## src/rtl/irqid_pkg.sv

```systemverilog
package irqid_pkg;

  typedef enum logic [3:0] {
    IID_NONE = 4'b0001,
    IID_LINE = 4'b0110,
    IID_DATA = 4'b0100,
    IID_TOUT = 4'b1100,
    IID_TXE  = 4'b0010
  } iid_e;

  // receive fill threshold for a trigger selection code
  function automatic int unsigned trig_level(input logic [1:0] code);
    case (code)
      2'b00:   return 1;
      2'b01:   return 4;
      2'b10:   return 8;
      default: return 14;
    endcase
  endfunction

endpackage

```

## src/rtl/irq_rx_src.sv

```systemverilog
module irq_rx_src #(
  parameter int CNT_W    = 5,
  parameter int TO_TICKS = 4,
  localparam int TO_W    = $clog2(TO_TICKS + 1)
) (
  input  logic             clk,
  input  logic             rst_n,
  input  logic             line_err_i,
  input  logic             lsr_rd_i,
  input  logic             rbr_rd_i,
  input  logic             rx_push_i,
  input  logic             char_tick_i,
  input  logic [1:0]       trig_sel_i,
  input  logic [CNT_W-1:0] rx_count_i,
  output logic             line_raw_o,
  output logic             data_raw_o,
  output logic             tout_raw_o
);
  import irqid_pkg::*;

  logic            line_q, line_d, line_en;
  logic [TO_W-1:0] idle_q, idle_d;
  logic            idle_en;
  logic            rx_empty, rx_act, idle_sat;

  assign rx_empty = (rx_count_i == '0);
  assign rx_act   = rbr_rd_i | rx_push_i;
  assign idle_sat = (idle_q == TO_W'(TO_TICKS));

  always_comb begin
    line_en = line_err_i | lsr_rd_i;
    line_d  = line_err_i;              // set wins over a clearing read
    idle_en = rx_empty | rx_act | (char_tick_i & ~idle_sat);
    idle_d  = (rx_empty | rx_act) ? '0 : idle_q + TO_W'(1);
  end

  always_ff @(posedge clk or negedge rst_n) begin
    if (!rst_n) begin
      line_q <= 1'b0;
      idle_q <= '0;
    end else begin
      if (line_en) line_q <= line_d;
      if (idle_en) idle_q <= idle_d;
    end
  end

  assign line_raw_o = line_q;
  assign data_raw_o = (32'(rx_count_i) >= trig_level(trig_sel_i));
  assign tout_raw_o = idle_sat & ~rx_empty;

endmodule

```

## src/rtl/irq_txe_track.sv

```systemverilog
module irq_txe_track #(
  parameter int CNT_W = 5
) (
  input  logic             clk,
  input  logic             rst_n,
  input  logic [CNT_W-1:0] tx_count_i,
  input  logic             thr_wr_i,
  input  logic             char_tick_i,
  input  logic             rd_clr_i,
  output logic             txe_raw_o
);

  logic tx_empty, empty_rise;
  logic empty_d_q;
  logic two_q, two_d, two_en;
  logic txe_q, txe_d;
  logic dly_q, dly_d;

  assign tx_empty   = (tx_count_i == '0);
  assign empty_rise = tx_empty & ~empty_d_q;

  always_comb begin
    two_en = empty_rise | (tx_count_i >= CNT_W'(2));
    two_d  = ~empty_rise;
    txe_d  = txe_q;
    dly_d  = dly_q;
    if (thr_wr_i || !tx_empty || rd_clr_i) begin
      txe_d = 1'b0;
      dly_d = 1'b0;
    end else if (empty_rise) begin
      txe_d = two_q;
      dly_d = ~two_q;
    end else if (dly_q && char_tick_i) begin
      txe_d = 1'b1;
      dly_d = 1'b0;
    end
  end

  always_ff @(posedge clk or negedge rst_n) begin
    if (!rst_n) begin
      empty_d_q <= 1'b1;
      two_q     <= 1'b0;
      txe_q     <= 1'b0;
      dly_q     <= 1'b0;
    end else begin
      empty_d_q <= tx_empty;
      if (two_en) two_q <= two_d;
      txe_q <= txe_d;
      dly_q <= dly_d;
    end
  end

  assign txe_raw_o = txe_q;

endmodule

```

## src/rtl/irq_prio_code.sv

```systemverilog
module irq_prio_code (
  input  logic       clk,
  input  logic       rst_n,
  input  logic       line_p_i,
  input  logic       data_p_i,
  input  logic       tout_p_i,
  input  logic       txe_p_i,
  input  logic       id_rd_i,
  output logic [3:0] iid_o,
  output logic       irq_o,
  output logic       txe_rd_clr_o
);
  import irqid_pkg::*;

  iid_e code_q, code_d;

  always_comb begin
    if (line_p_i)      code_d = IID_LINE;
    else if (data_p_i) code_d = IID_DATA;
    else if (tout_p_i) code_d = IID_TOUT;
    else if (txe_p_i)  code_d = IID_TXE;
    else               code_d = IID_NONE;
  end

  // hold the reported code while it is being read
  always_ff @(posedge clk or negedge rst_n) begin
    if (!rst_n)        code_q <= IID_NONE;
    else if (!id_rd_i) code_q <= code_d;
  end

  assign iid_o        = code_q;
  assign irq_o        = ~code_q[0];
  assign txe_rd_clr_o = id_rd_i & (code_q == IID_TXE);

endmodule

```

## src/rtl/uart_irq_ident.sv

```systemverilog
module uart_irq_ident #(
  parameter int  FIFO_DEPTH    = 16,
  parameter int  TIMEOUT_TICKS = 4,
  localparam int CNT_W         = $clog2(FIFO_DEPTH + 1)
) (
  input  logic             clk,
  input  logic             rst_n,
  input  logic [2:0]       en_i,
  input  logic [1:0]       trig_sel_i,
  input  logic [CNT_W-1:0] rx_count_i,
  input  logic [CNT_W-1:0] tx_count_i,
  input  logic             line_err_i,
  input  logic             lsr_rd_i,
  input  logic             iir_rd_i,
  input  logic             rbr_rd_i,
  input  logic             rx_push_i,
  input  logic             thr_wr_i,
  input  logic             char_tick_i,
  output logic             irq_o,
  output logic [3:0]       iid_o
);

  logic [1:0] rst_pipe;
  logic       rst_ni;
  logic       line_raw, data_raw, tout_raw, txe_raw;
  logic       line_pend, data_pend, tout_pend, txe_pend;
  logic       txe_rd_clr;

  // asynchronous assertion, synchronous release
  always_ff @(posedge clk or negedge rst_n) begin
    if (!rst_n) rst_pipe <= 2'b00;
    else        rst_pipe <= {rst_pipe[0], 1'b1};
  end
  assign rst_ni = rst_pipe[1];

  irq_rx_src #(.CNT_W(CNT_W), .TO_TICKS(TIMEOUT_TICKS)) u_rx_src (
    .clk(clk), .rst_n(rst_ni),
    .line_err_i(line_err_i), .lsr_rd_i(lsr_rd_i),
    .rbr_rd_i(rbr_rd_i), .rx_push_i(rx_push_i),
    .char_tick_i(char_tick_i), .trig_sel_i(trig_sel_i),
    .rx_count_i(rx_count_i),
    .line_raw_o(line_raw), .data_raw_o(data_raw), .tout_raw_o(tout_raw)
  );

  irq_txe_track #(.CNT_W(CNT_W)) u_txe (
    .clk(clk), .rst_n(rst_ni),
    .tx_count_i(tx_count_i), .thr_wr_i(thr_wr_i),
    .char_tick_i(char_tick_i), .rd_clr_i(txe_rd_clr),
    .txe_raw_o(txe_raw)
  );

  always_comb begin
    line_pend = line_raw & en_i[2];
    data_pend = data_raw & en_i[0];
    tout_pend = tout_raw & en_i[0];
    txe_pend  = txe_raw  & en_i[1];
  end

  irq_prio_code u_prio (
    .clk(clk), .rst_n(rst_ni),
    .line_p_i(line_pend), .data_p_i(data_pend),
    .tout_p_i(tout_pend), .txe_p_i(txe_pend),
    .id_rd_i(iir_rd_i),
    .iid_o(iid_o), .irq_o(irq_o), .txe_rd_clr_o(txe_rd_clr)
  );

endmodule

```

## config.mk

```make
export PLATFORM = sky130hd
export DESIGN_NAME = uart_irq_ident
export DESIGN_NICKNAME = d
export VERILOG_FILES = /design/src/rtl/irqid_pkg.sv /design/src/rtl/irq_rx_src.sv /design/src/rtl/irq_txe_track.sv /design/src/rtl/irq_prio_code.sv /design/src/rtl/uart_irq_ident.sv
export SDC_FILE = /design/constraint.sdc
export NUM_CORES = 1
export LEC_CHECK = 0
export BUFFER_PORTS_ARGS = -buffer_cell sky130_fd_sc_hd__buf_2
export CORE_UTILIZATION = 50
export DETAILED_ROUTE_END_ITERATION = 16
export GPL_ROUTABILITY_DRIVEN = 0
export PLACE_DENSITY = 0.89
export SKIP_LAST_GASP = 1
export SLEW_MARGIN = 20
export SYNTH_ARGS = -nofsm -noshare
export SYNTH_HDL_FRONTEND = slang
export SYNTH_SLANG_ARGS = --single-unit
```

## constraint.sdc

```tcl
create_clock -name clk -period 1.5 [get_ports clk]
set_clock_uncertainty 0.1 [all_clocks]
set_input_delay 0.075 -clock clk [delete_from_list [all_inputs] [get_ports clk]]
set_output_delay 0.075 -clock clk [all_outputs]
set_load 0.005 [all_outputs]
```

==> impl_metrics.toml, run 1 <==
[yosys]
synth_async_sr_flop_share = 1.00
ys_seq_area_frac = 0.442
synth_area_um2 = 798
ys.flop_type = "dfrtp_1"
yosys.cell_types.count = 33
synth_edf_count = 0
synth_seq_cells = 14
syn_area_per_cell_um2 = 9.73
yosysTopAreaCell = "dfrtp_1"
synth_top_area_share = 0.376
synth_warnings = 0
synthesis.instances = 82
synth_area_leaders = "dfrtp_1, ha_1, dfstp_2, inv_1, nand2_1"
syn_nets = 112

[critical_path]
worstPathArrival_ns = 1.55
r2r_cells = 3
critPathLaunchType = "input pin"
timing.rr.start = "u_rx_src.line_raw_o"
critPathKind = "in -> reg"
crit_path_start = "tx_count_i[2]"
critPathRequiredTime_ns = 1.56
rr_endpoint = "u_prio.iid_o[3]"
crit_end = "u_txe.txe_raw_o"
rrSetupSlack_ns = 0.10
path_max_fanout = 3
cp-end-kind = "register"

[die]
die_h_um = 42.0
die_w_um = 42.0
pin_count = 29
die_area_um2 = 1760
start_util = 0.530
row_count = 14
core_region_area_um2 = 1510

[power_and_ir_drop]
vdd_drop_max_v = 0.000338
internal_power_uw = 574
powerDensity_nw_per_um2 = 717
clockPowerShare = 0.269
power_switching_uw = 207
total_power_uw = 781
p_seq_frac = 0.531
combPwrFrac = 0.200
swShare = 0.265
p_leak_nw = 0.531

[clock_tree]
cts_buffers = 3
root_buffer = "clkbuf_4"
clock_path_buffers = 2
tritoncts = "built"
clk_pin_slew_ns = 0.08
clock_sinks = 14
cts.htree.levels = 1
clk_latency_ns = 0.28

[global_route]
antenna_found_initial = 0
grt_max_degree = 13
grt_use_total = 0.222
grt_pass1_vias = 704
grt.overflow.total = 0
grt_first_pass_wirelength_mm = 2.90

[detailed_routing]
finalWirelength_mm = 1.82
ant_nets = 0
first_iter_violations = 25
dr_total_vias = 773
vias_per_cell = 5.56
route.detailed.drc = 0
first_pass_iters = 4
wl_per_cell_um = 13.1

[sta]
layout_min_cycle_time_ns = 1.49
finalSetupViolCount = 0
worst_slack_ns = 0.0110
report.final.slew_viol_count = 0
fmax_mhz = 672
tns_ns = 0
holdWs_ns = 0.00235
hold_viol = 0
period_share = 0.993

[placed_design]
dp_cells = 126
port_buffers = 28
place_area_um2 = 958
post-dp-hpwl_mm = 1.38
place_ws_ns = -0.133

[run_status]
outcome = "complete, no violations"

[finish]
design_area_um2 = 1090
nets = 155
final_common_cell = "buf_2"
diodes = 0
instances_no_fill = 139
num-fill-cells = 112
mostFrequentLayoutCells = "buf_2, dfrtp_1, inv_1"
drive_gt1_frac = 0.350
post-route-util = 0.723
syn_to_final_growth_pct = 36.5

[hold_path]
hp-class = "in -> reg"
min_from = "char_tick_i"

[job]
max_cap_viol_count = 0
-- worst max-delay path: stages --
cell,delay (ns)
dlygate4sd3_1,0.53
buf_2,0.13
nor4_4,0.16
nand2b_1,0.14
or3_1,0.34
nor3b_2,0.16
-- layout make-up --
| type | instances | area, µm² | share of cell area |
|---|---|---|---|
| Multi-Input combinational cell | 57 | 415 | 0.381 |
| Sequential cell | 14 | 353 | 0.324 |
| Timing Repair Buffer | 38 | 238 | 0.218 |
| Inverter | 11 | 41.3 | 0.0379 |
| Clock buffer | 3 | 22.5 | 0.0207 |
| Tap cell | 16 | 20.0 | 0.0184 |
-- timing repair --
| item | 4_1_cts | 5_1_grt |
|---|---|---|
| setup buffers | 0 | 1 |
| hold buffers | 8 | 1 |
| hold endpoints to repair | 11 | 1 |
| setup endpoints to repair | 0 | 2 |
| gates resized for setup | 0 | 2 |
-- layer usage --
metal,up-vias,share of wire,GRT usage
met5,-,0,0
met4,0,0.018,0.116
met3,4,0.040,0.0391
met2,32,0.57,0.400
met1,367,0.37,0.246
li1,370,-,-
-- power groups by stage --
stage | sequential (mW) | combinational [mW] | clock (mW)
after floorplan | 0.419 | 0.0674 | 0
after global placement | 0.421 | 0.127 | 0
after detailed placement | 0.423 | 0.134 | 0
after CTS | 0.415 | 0.151 | 0.213
after global routing | 0.418 | 0.176 | 0.224
final | 0.415 | 0.156 | 0.210
-- sequential cells by signal (all words and copies together), names as in the netlist --
name                 cells
u_txe.dly_q              1
u_rx_src.idle_q          3
rst_pipe                 2
u_txe.empty_d_q          1
u_txe.txe_raw_o          1
u_txe.two_q              1
u_prio.iid_o             4
u_rx_src.line_raw_o      1
-- cells by family (layout without fill, tap and decap cells) --
family | count (synthesis) | after routing | share of synthesized area
AO/OA/AOI/OAI | 18 | 18 | 0.163
XOR/XNOR | 1 | 1 | 0.0110
adder cells (fa/ha/maj) | 6 | 6 | 0.0940
buffers and inverters | 11 | 52 | 0.0517
flip-flops | 14 | 14 | 0.442
other | 1 | 1 | 0.00470
AND/OR/NAND/NOR | 31 | 31 | 0.234
-- cells in the mapped netlist, drive strengths merged (2+ instances only) --
cell / number
ha: 6
nor2: 5
a211oi: 2
nand2: 10
o21ai: 2
o22ai: 2
dfrtp: 12
a21oi: 5
dfstp: 2
nand4: 2
or3: 2
a31oi: 2
or4: 2
nand2b: 3
inv: 11
-- worst min-delay path by stage --
stage                          to  slack [ns]  depth (start not counted)
2_1_floorplan         rst_pipe[0]       -0.32                          0
3_3_place_gp          rst_pipe[1]       -0.24                          1
3_5_place_dp          rst_pipe[0]       -0.24                          1
4_1_cts               u_txe.two_q       -0.11                          3
5_1_grt               rst_pipe[0]       0.006                          2
6_report       u_rx_src.idle_q[1]       0.002                          3
Power figures use the tool's default switching activity.
==> inputs of run 2 (changes only) <==
--- a/config.mk
+++ b/config.mk
@@ -5,11 +5,12 @@
 export SDC_FILE = /design/constraint.sdc
 export NUM_CORES = 1
 export LEC_CHECK = 0
-export BUFFER_PORTS_ARGS = -buffer_cell sky130_fd_sc_hd__buf_2
+export BUFFER_PORTS_ARGS = -buffer_cell sky130_fd_sc_hd__clkbuf_2
 export CORE_UTILIZATION = 50
 export DETAILED_ROUTE_END_ITERATION = 16
 export GPL_ROUTABILITY_DRIVEN = 0
 export PLACE_DENSITY = 0.89
+export REMOVE_ABC_BUFFERS = 1
 export SKIP_LAST_GASP = 1
 export SLEW_MARGIN = 20
 export SYNTH_ARGS = -nofsm -noshare
==> impl_metrics.toml, run 2 (same netlist as run 1, synthesis figures left out) <==
[critical_path]
critPathRequiredTime_ns = 1.57
crit_buf_inv = 3
timing.rr.start = "u_txe.empty_d_q"
r2r_cells = 3
slowest_delay_ns = 0.59
critPathTopFamily = "buffers and inverters"
crit_path_start = "tx_count_i[0]"
path_max_fanout = 2
crit_top_cell = "dlygate4sd3_1"
worstPathArrival_ns = 1.58
critPathSlowestCell = "dlygate4sd3_1"
rr_endpoint = "u_txe.two_q"
path_cells = "dlygate4sd3_1 > clkbuf_2 > o21ai_0 > nand2_1 > dlygate4sd3_1"
critPathKind = "in -> reg"
rrSetupSlack_ns = 0.06
cp-end-kind = "register"
crit_end = "u_txe.two_q"
path_depth = 5
critPathLaunchType = "input pin"

[detailed_routing]
dr_total_vias = 783
vias_per_cell = 5.48
first_iter_violations = 20
route.detailed.drc = 0
ant_nets = 0
first_pass_iters = 4
wl_per_cell_um = 13.0
finalWirelength_mm = 1.86

[job]
max_cap_viol_count = 0

[clock_tree]
clock_path_buffers = 2
cts_buffers = 3
clock_sinks = 14
cts.htree.levels = 1
clk_pin_slew_ns = 0.09
clk_latency_ns = 0.29
cts_resized = 0
tritoncts = "built"
root_buffer = "clkbuf_4"

[finish]
diodes = 0
num-fill-cells = 110
drive_gt1_frac = 0.331
mostFrequentLayoutCells = "clkbuf_2, dlygate4sd3_1, dfrtp_1"
instances_no_fill = 143
largest_reg_flops = 4
final_common_cell = "clkbuf_2"
syn_to_final_growth_pct = 40.9
post-route-util = 0.747
nets = 158

[die]
row_count = 14
die_w_um = 42.0
core_region_area_um2 = 1510
start_util = 0.530
die_area_um2 = 1760
die_h_um = 42.0
pin_count = 29

[sta]
finalSetupViolCount = 1
period_share = 1.00
hold_viol = 0
layout_min_cycle_time_ns = 1.51
worst_slack_ns = -0.00507
report.final.slew_viol_count = 0
tns_ns = -0.00507
fmax_mhz = 664

[placed_design]
post-dp-hpwl_mm = 1.27
dp_cells = 126
port_buffers = 28

[power_and_ir_drop]
total_power_uw = 853
powerDensity_nw_per_um2 = 758
p_leak_nw = 0.546
vdd_drop_max_v = 0.000472

[global_route]
grt_max_degree = 13
grt_use_total = 0.244
grt.overflow.total = 0
antenna_found_initial = 0
grt_pass1_vias = 760
grt_first_pass_wirelength_mm = 3.16

[run_status]
violations = "setup timing"
outcome = "complete, but fails checks"

[hold_path]
hp-class = "in -> reg"
==> run 2: area by class of cell <==
class                      instances  area [µm²]  share of cell area
clock buffer                       4        36.3              0.0323
inverter                          11        41.3              0.0367
multi-input combinational         57         404               0.359
sequential                        14         353               0.314
tap                               16        20.0              0.0178
timing repair buffer              41         270               0.240
==> run 2: worst min-delay path, stage by stage <==
cell	delay, ns
clkbuf_2	0.11
nor2_4	0.06
o2bb2ai_1	0.11
a31oi_1	0.04
==> run 2: through the flow <==
| stage | worst slack [ns] | area (µm²) | hold slack [ns] |
|---|---|---|---|
| 2_1_floorplan | 0.0833 | 798 | -0.321 |
| 3_3_place_gp | -0.0569 | 958 | -0.238 |
| 3_5_place_dp | -0.106 | 958 | -0.238 |
| 4_1_cts | 0.00217 | 1110 | 0.00953 |
| 5_1_grt | -0.0506 | 1120 | 0.0195 |
| 6_report | -0.00507 | 1120 | 0.0121 |
==> run 2: power breakdown <==
| part | switching [mW] | leakage, nW | internal (mW) |
|---|---|---|---|
| registers | 0.0168 | 0.170 | 0.398 |
| logic | 0.0727 | 0.355 | 0.0874 |
| clock network | 0.130 | 0.0210 | 0.148 |
==> run 2: layer usage <==
metal,track usage,share of wire,vias up
met5,0,0,-
met4,0.135,0.025,0
met3,0.0435,0.038,5
met2,0.434,0.53,27
met1,0.270,0.41,369
li1,-,-,382
==> run 2: timing repair <==
| item | 4_1_cts | 5_1_grt |
|---|---|---|
| hold buffers | 12 | 2 |
| hold endpoints to repair | 13 | 2 |
| buffers inserted | 0 | 0 |
| endpoints found under the setup margin | 0 | 2 |
==> run 2: how the worst min path moves through the flow <==
stage | start | end | slack, ns | depth (start not counted)
4_1_cts | rx_count_i[0] | u_prio.iid_o[0] | 0.01 | 4
6_report | rx_count_i[0] | u_prio.iid_o[0] | 0.01 | 4
3_3_place_gp | rst_n | rst_pipe[1] | -0.24 | 1
2_1_floorplan | rst_n | rst_pipe[0] | -0.32 | 0
3_5_place_dp | rst_n | rst_pipe[1] | -0.24 | 1
5_1_grt | rx_count_i[0] | u_prio.iid_o[0] | 0.02 | 4
